<file path="src/rtl/tic_pkg.sv">
package tic_pkg;
  localparam int NUM_SRC = 3;
  localparam int REG_W   = 8;
  localparam int IDX_OVF  = 0;
  localparam int IDX_CMPA = 1;
  localparam int IDX_CMPB = 2;

  typedef enum logic {
    SEL_STATUS = 1'b0,
    SEL_ENABLE = 1'b1
  } reg_sel_e;
endpackage

</file>
<file path="src/rtl/tic_status_bit.sv">
module tic_status_bit (
  input  logic clk,
  input  logic rst_n,
  input  logic set_i,
  input  logic clr_i,
  output logic flag_o
);
  logic flag_q;

  // Set dominates clear.
  always_ff @(posedge clk or negedge rst_n) begin
    if (!rst_n)     flag_q <= 1'b0;
    else if (set_i) flag_q <= 1'b1;
    else if (clr_i) flag_q <= 1'b0;
  end

  assign flag_o = flag_q;

  assert_event_sets_R2: assert property (@(posedge clk) disable iff (!rst_n)
    set_i |=> flag_o);
  assert_event_wins_R6: assert property (@(posedge clk) disable iff (!rst_n)
    (set_i && clr_i) |=> flag_o);
  assert_clear_takes_R4: assert property (@(posedge clk) disable iff (!rst_n)
    (clr_i && !set_i) |=> !flag_o);
  assert_sticky_R2: assert property (@(posedge clk) disable iff (!rst_n)
    (!clr_i && flag_o) |=> flag_o);
endmodule

</file>
<file path="src/rtl/tic_enable_reg.sv">
module tic_enable_reg #(
  parameter int N = 3
) (
  input  logic         clk,
  input  logic         rst_n,
  input  logic         we_i,
  input  logic [N-1:0] d_i,
  output logic [N-1:0] q_o
);
  logic [N-1:0] en_q;

  always_ff @(posedge clk or negedge rst_n) begin
    if (!rst_n)    en_q <= '0;
    else if (we_i) en_q <= d_i;
  end

  assign q_o = en_q;

  assert_enable_load_R9: assert property (@(posedge clk) disable iff (!rst_n)
    we_i |=> (q_o == $past(d_i)));
  assert_enable_hold_R9: assert property (@(posedge clk) disable iff (!rst_n)
    !we_i |=> $stable(q_o));
endmodule

</file>
<file path="src/rtl/tic_read_mux.sv">
module tic_read_mux #(
  parameter int N = 3,
  parameter int W = 8
) (
  input  logic         sel_i,
  input  logic [N-1:0] status_i,
  input  logic [N-1:0] enable_i,
  output logic [W-1:0] data_o
);
  localparam int PAD = W - N;

  always_comb begin
    data_o = '0;
    if (sel_i == tic_pkg::SEL_ENABLE) data_o = {{PAD{1'b0}}, enable_i};
    else                              data_o = {{PAD{1'b0}}, status_i};
  end
endmodule

</file>
<file path="src/rtl/tic_req_gate.sv">
module tic_req_gate #(
  parameter int N = 3
) (
  input  logic         gie_i,
  input  logic [N-1:0] status_i,
  input  logic [N-1:0] enable_i,
  output logic [N-1:0] req_o
);
  for (genvar i = 0; i < N; i++) begin : g_req
    assign req_o[i] = gie_i & enable_i[i] & status_i[i];
  end
endmodule

</file>
<file path="src/rtl/tmr_irq_ctrl.sv">
module tmr_irq_ctrl (
  input  logic       clk,
  input  logic       rst_n,
  input  logic       evt_ovf,
  input  logic       evt_cmp_a,
  input  logic       evt_cmp_b,
  input  logic       ovf_mode_ok,
  input  logic       gie,
  input  logic       reg_wr_en,
  input  logic       reg_wr_sel,
  input  logic [7:0] reg_wr_data,
  input  logic       reg_rd_sel,
  output logic [7:0] reg_rd_data,
  input  logic [2:0] irq_ack,
  output logic [2:0] irq_req
);
  import tic_pkg::*;

  logic [NUM_SRC-1:0] evt_vec;
  logic [NUM_SRC-1:0] clr_vec;
  logic [NUM_SRC-1:0] status_q;
  logic [NUM_SRC-1:0] enable_q;
  logic               wr_status;
  logic               wr_enable;
  logic               unused_wr_hi;

  assign unused_wr_hi = ^reg_wr_data[REG_W-1:NUM_SRC];

  assign wr_status = reg_wr_en && (reg_sel_e'(reg_wr_sel) == SEL_STATUS);
  assign wr_enable = reg_wr_en && (reg_sel_e'(reg_wr_sel) == SEL_ENABLE);

  always_comb begin
    evt_vec           = '0;
    evt_vec[IDX_OVF]  = evt_ovf & ovf_mode_ok;
    evt_vec[IDX_CMPA] = evt_cmp_a;
    evt_vec[IDX_CMPB] = evt_cmp_b;
  end

  for (genvar i = 0; i < NUM_SRC; i++) begin : g_src
    assign clr_vec[i] = (wr_status & reg_wr_data[i]) | irq_ack[i];

    tic_status_bit u_bit (
      .clk    (clk),
      .rst_n  (rst_n),
      .set_i  (evt_vec[i]),
      .clr_i  (clr_vec[i]),
      .flag_o (status_q[i])
    );

    assert_ack_clears_R5: assert property (@(posedge clk) disable iff (!rst_n)
      (irq_ack[i] && !evt_vec[i]) |=> !status_q[i]);
  end

  tic_enable_reg #(.N(NUM_SRC)) u_en (
    .clk   (clk),
    .rst_n (rst_n),
    .we_i  (wr_enable),
    .d_i   (reg_wr_data[NUM_SRC-1:0]),
    .q_o   (enable_q)
  );

  tic_read_mux #(.N(NUM_SRC), .W(REG_W)) u_rd (
    .sel_i    (reg_rd_sel),
    .status_i (status_q),
    .enable_i (enable_q),
    .data_o   (reg_rd_data)
  );

  tic_req_gate #(.N(NUM_SRC)) u_gate (
    .gie_i    (gie),
    .status_i (status_q),
    .enable_i (enable_q),
    .req_o    (irq_req)
  );

  assert_ovf_gated_R3: assert property (@(posedge clk) disable iff (!rst_n)
    (evt_ovf && !ovf_mode_ok && !status_q[IDX_OVF]) |=> !status_q[IDX_OVF]);
  assert_no_req_without_gie_R7: assert property (@(posedge clk) disable iff (!rst_n)
    !gie |-> (irq_req == '0));
  assert_req_needs_pending_R7: assert property (@(posedge clk) disable iff (!rst_n)
    (irq_req & ~status_q) == '0);
  assert_reserved_zero_R8: assert property (@(posedge clk) disable iff (!rst_n)
    reg_rd_data[REG_W-1:NUM_SRC] == '0);
endmodule

</file>
<file path="config.mk">
export PLATFORM = sky130hd
export DESIGN_NAME = tmr_irq_ctrl
export DESIGN_NICKNAME = d
export VERILOG_FILES = /design/src/rtl/tic_pkg.sv /design/src/rtl/tic_status_bit.sv /design/src/rtl/tic_enable_reg.sv /design/src/rtl/tic_read_mux.sv /design/src/rtl/tic_req_gate.sv /design/src/rtl/tmr_irq_ctrl.sv
export SDC_FILE = /design/constraint.sdc
export NUM_CORES = 1
export LEC_CHECK = 0
export BUFFER_PORTS_ARGS = -buffer_cell sky130_fd_sc_hd__buf_2
export CAP_MARGIN = 20
export CORE_AREA = 4 4 41 43
export DETAILED_ROUTE_END_ITERATION = 8
export DIE_AREA = 0 0 45 47
export PLACE_DENSITY = 0.58
export SLEW_MARGIN = 25
export SYNTH_ARGS = -nofsm -noshare
export SYNTH_HDL_FRONTEND = slang
export SYNTH_SLANG_ARGS = --single-unit
</file>
<file path="constraint.sdc">
create_clock -name clk -period 1 [get_ports clk]
set_input_delay 0.1 -clock clk [delete_from_list [all_inputs] [get_ports clk]]
set_output_delay 0.1 -clock clk [all_outputs]
set_load 0.02 [all_outputs]
</file>
==> key figures <==
Routing
  – Via count: 322
  – DR vias/cell: 4.13
  – DRT antenna net count: 0
  – Iter 0 DRT Violations: 3
  – DRT Wirelength: 884 um
  – DRC viols: 0
  – TritonRoute pass-1 iters: 3
  – Drt wl/cell: 11.3 um

Timing
  – Worst hold slack: 0.0552 ns
  – RSZ-0062 raised after global routing: true
  – Final Max Slew Viols: 0
  – Finish-stage setup viols: 7
  – Final hold vios: 0
  – Tcrit/Tclk final: 114%
  – Final worst setup slack: -0.141 ns
  – Post-route minimum period: 1.14 ns
  – Max Freq: 877 MHz
  – Worst clock skew: 0 ns

CTS
  – CTS Buf Count: 3
  – TritonCTS clock tree: done
  – Clk buf depth: 2
  – H-tree depth: 1
  – CTS sink count: 6
  – Clk slew on worst S/H paths: 0.04 ns
  – Worst skew pair latency: 0.24 ns
  – CTS root buf: clkbuf_4

Run status
  – Status: finished, violations left
  – Failing checks: negative setup slack

Floorplanning
  – Core area: 0.00130 mm2
  – Die Width: 45 um
  – Row count: 13
  – Die Height: 47 um
  – Starting Density: 27.4%
  – Num ports: 32
  – Die area: 0.00212 mm2

Global routing
  – Vias in the first global route: 317
  – Gr usage total: 8.99%
  – Largest net degree at the start of global routing: 7
  – Initial antenna violation count: 0
  – First-pass GRT wire length: 1.26 mm
  – Total grt overflow: 0

Yosys
  – Flops & latches, synth: 6
  – Syn Std Cell Area: 357 um2
  – Syn_area_per_cell: 11.5 um2
  – Synth Warn #: 0
  – Synth area leaders: dfrtp_1 (42%), mux2_4 (13%), buf_4 (11%), mux2_2 (9.5%), nand3b_1 (6.3%)
  – Synth Instances: 31
  – Sequential share of the synthesized area: 42.1%
  – Yosys cell types: 11
  – Biggest area consumer among synthesized cells: dfrtp_1
  – Yosys top cell area share: 42.1%

Run
  – Max-cap check violation count: 0

Final layout
  – Most frequent cells in the layout: buf_2 (15), buf_6 (7), buf_4 (7)
  – Layout Utilization: 46.4%
  – P&R area growth vs syn: 69.5%
  – Layout cells sized above 1: 66.7%
  – Final antenna diode count: 0
  – Commonest non-fill, non-tap cell in the layout: buf_2
  – Layout Nets: 86

Worst hold path
  – Hold Crit Start: evt_cmp_b
  – Worst hold path depth: 2
  – Worst Hold Class: in2reg
  – Worst Hold Path EP: g_src[2].u_bit.flag_o

Worst setup path
  – Data arrival time of the worst path: 1.04 ns
  – FF-to-FF path depth: 3
  – Critical path endpoint category: output port
  – Crit path required time: 0.90 ns
  – Crit Path Max Fanout: 3
  – Reg2reg setup slack: -0.02 ns
  – Critical path startpoint category: flop
  – Critical R2R Launch: u_en.q_o[2]
  – Critical path class: reg2out
  – Reg2Reg Capture Point: u_en.q_o[2]

Place
  – Placer Congestion: 0.706
  – IO buf count: 21
  – DP HPWL: 632 um

Power and ir drop
  – Power per cell area: 1340 mW/mm2
  – Leakage: 0.331 nW
  – Peak VDD IR: 0.548 mV
[cells by family (layout without fill, tap and decap cells)]
logic type | after synthesis | in the layout | synth area share, %
AOI/OAI and AO/OA | 3 | 3 | 7.72
buffers and inverters | 8 | 36 | 13.7
DFF | 6 | 6 | 42.1
muxes | 6 | 6 | 22.1
other | 1 | 5 | 1.05
and+or+nand+nor | 7 | 7 | 13.3
[state kept, by name, indices dropped and copies added, names as in the netlist]
signal and cells:
u_en.q_o 3, g_src.u_bit.flag_o 3
[layout make-up]
type,instances,area [um2]
fillers,130,697
repair buffers,30,216
multi-input cells,21,185
flip-flops and latches,6,150
clock buffers,3,22.5
well taps,15,18.8
inverters,3,11.3
[how the worst max path moves through the flow]
stage	start	end	slack [ns]
2_1_floorplan	u_en.q_o[0]	reg_rd_data[0]	0.23
3_3_place_gp	g_src[1].u_bit.flag_o	reg_rd_data[1]	0.10
3_5_place_dp	u_en.q_o[0]	reg_rd_data[0]	0.11
4_1_cts	g_src[1].u_bit.flag_o	reg_rd_data[1]	-0.13
5_1_grt	u_en.q_o[2]	reg_rd_data[2]	-0.17
6_report	u_en.q_o[2]	reg_rd_data[2]	-0.14
[layer usage]
| metal | up-vias | routed length, um | global-route usage (%) | part of all wire, % |
|---|---|---|---|---|
| li1 | 164 | - | - | - |
| met1 | 142 | 337 | 9.28 | 38 |
| met2 | 16 | 447 | 13.3 | 51 |
| met3 | 0 | 100 | 4.21 | 11 |
| met4 | 0 | 0 | 8.77 | 0 |
| met5 | - | 0 | 0 | 0 |
[Yosys cell counts, drive strengths merged]
master / instances
a31o: 2
a32o: 1
and3: 3
buf: 5
conb: 1
dfrtp: 6
inv: 3
mux2: 6
nand2: 1
nand3b: 3
[report_power, final]
part | total [mW] | switching (mW) | internal, mW
sequential | 0.293 | 0.0210 | 0.272
clock | 0.214 | 0.0793 | 0.135
combinational | 0.304 | 0.119 | 0.185
[repair_timing]
action | CTS | global route
endpoints found under the hold margin | 6 | 0
gates resized for setup | 13 | 3
hold buffers | 1 | 0
pin swaps | 1 | 0
endpoints found under the setup margin | 6 | 6
setup buffers | 5 | 3
[critical path, stage by stage (launching register included)]
cell     delay, ns
dfrtp_1       0.40
mux2_4        0.27
buf_6         0.13
[per-stage QoR]
stage	setup slack [ns]	instance area [um2]	cells	TNS, ns	power [mW]
2_1_floorplan	0.227	372	35	0	0.426
3_3_place_gp	0.104	458	66	0	0.483
3_5_place_dp	0.109	458	66	0	0.484
4_1_cts	-0.133	569	75	-0.521	0.781
5_1_grt	-0.170	604	78	-0.786	0.859
6_report	-0.141	604	78	-0.541	0.811
No activity file was read; power rests on OpenSTA's default activity.
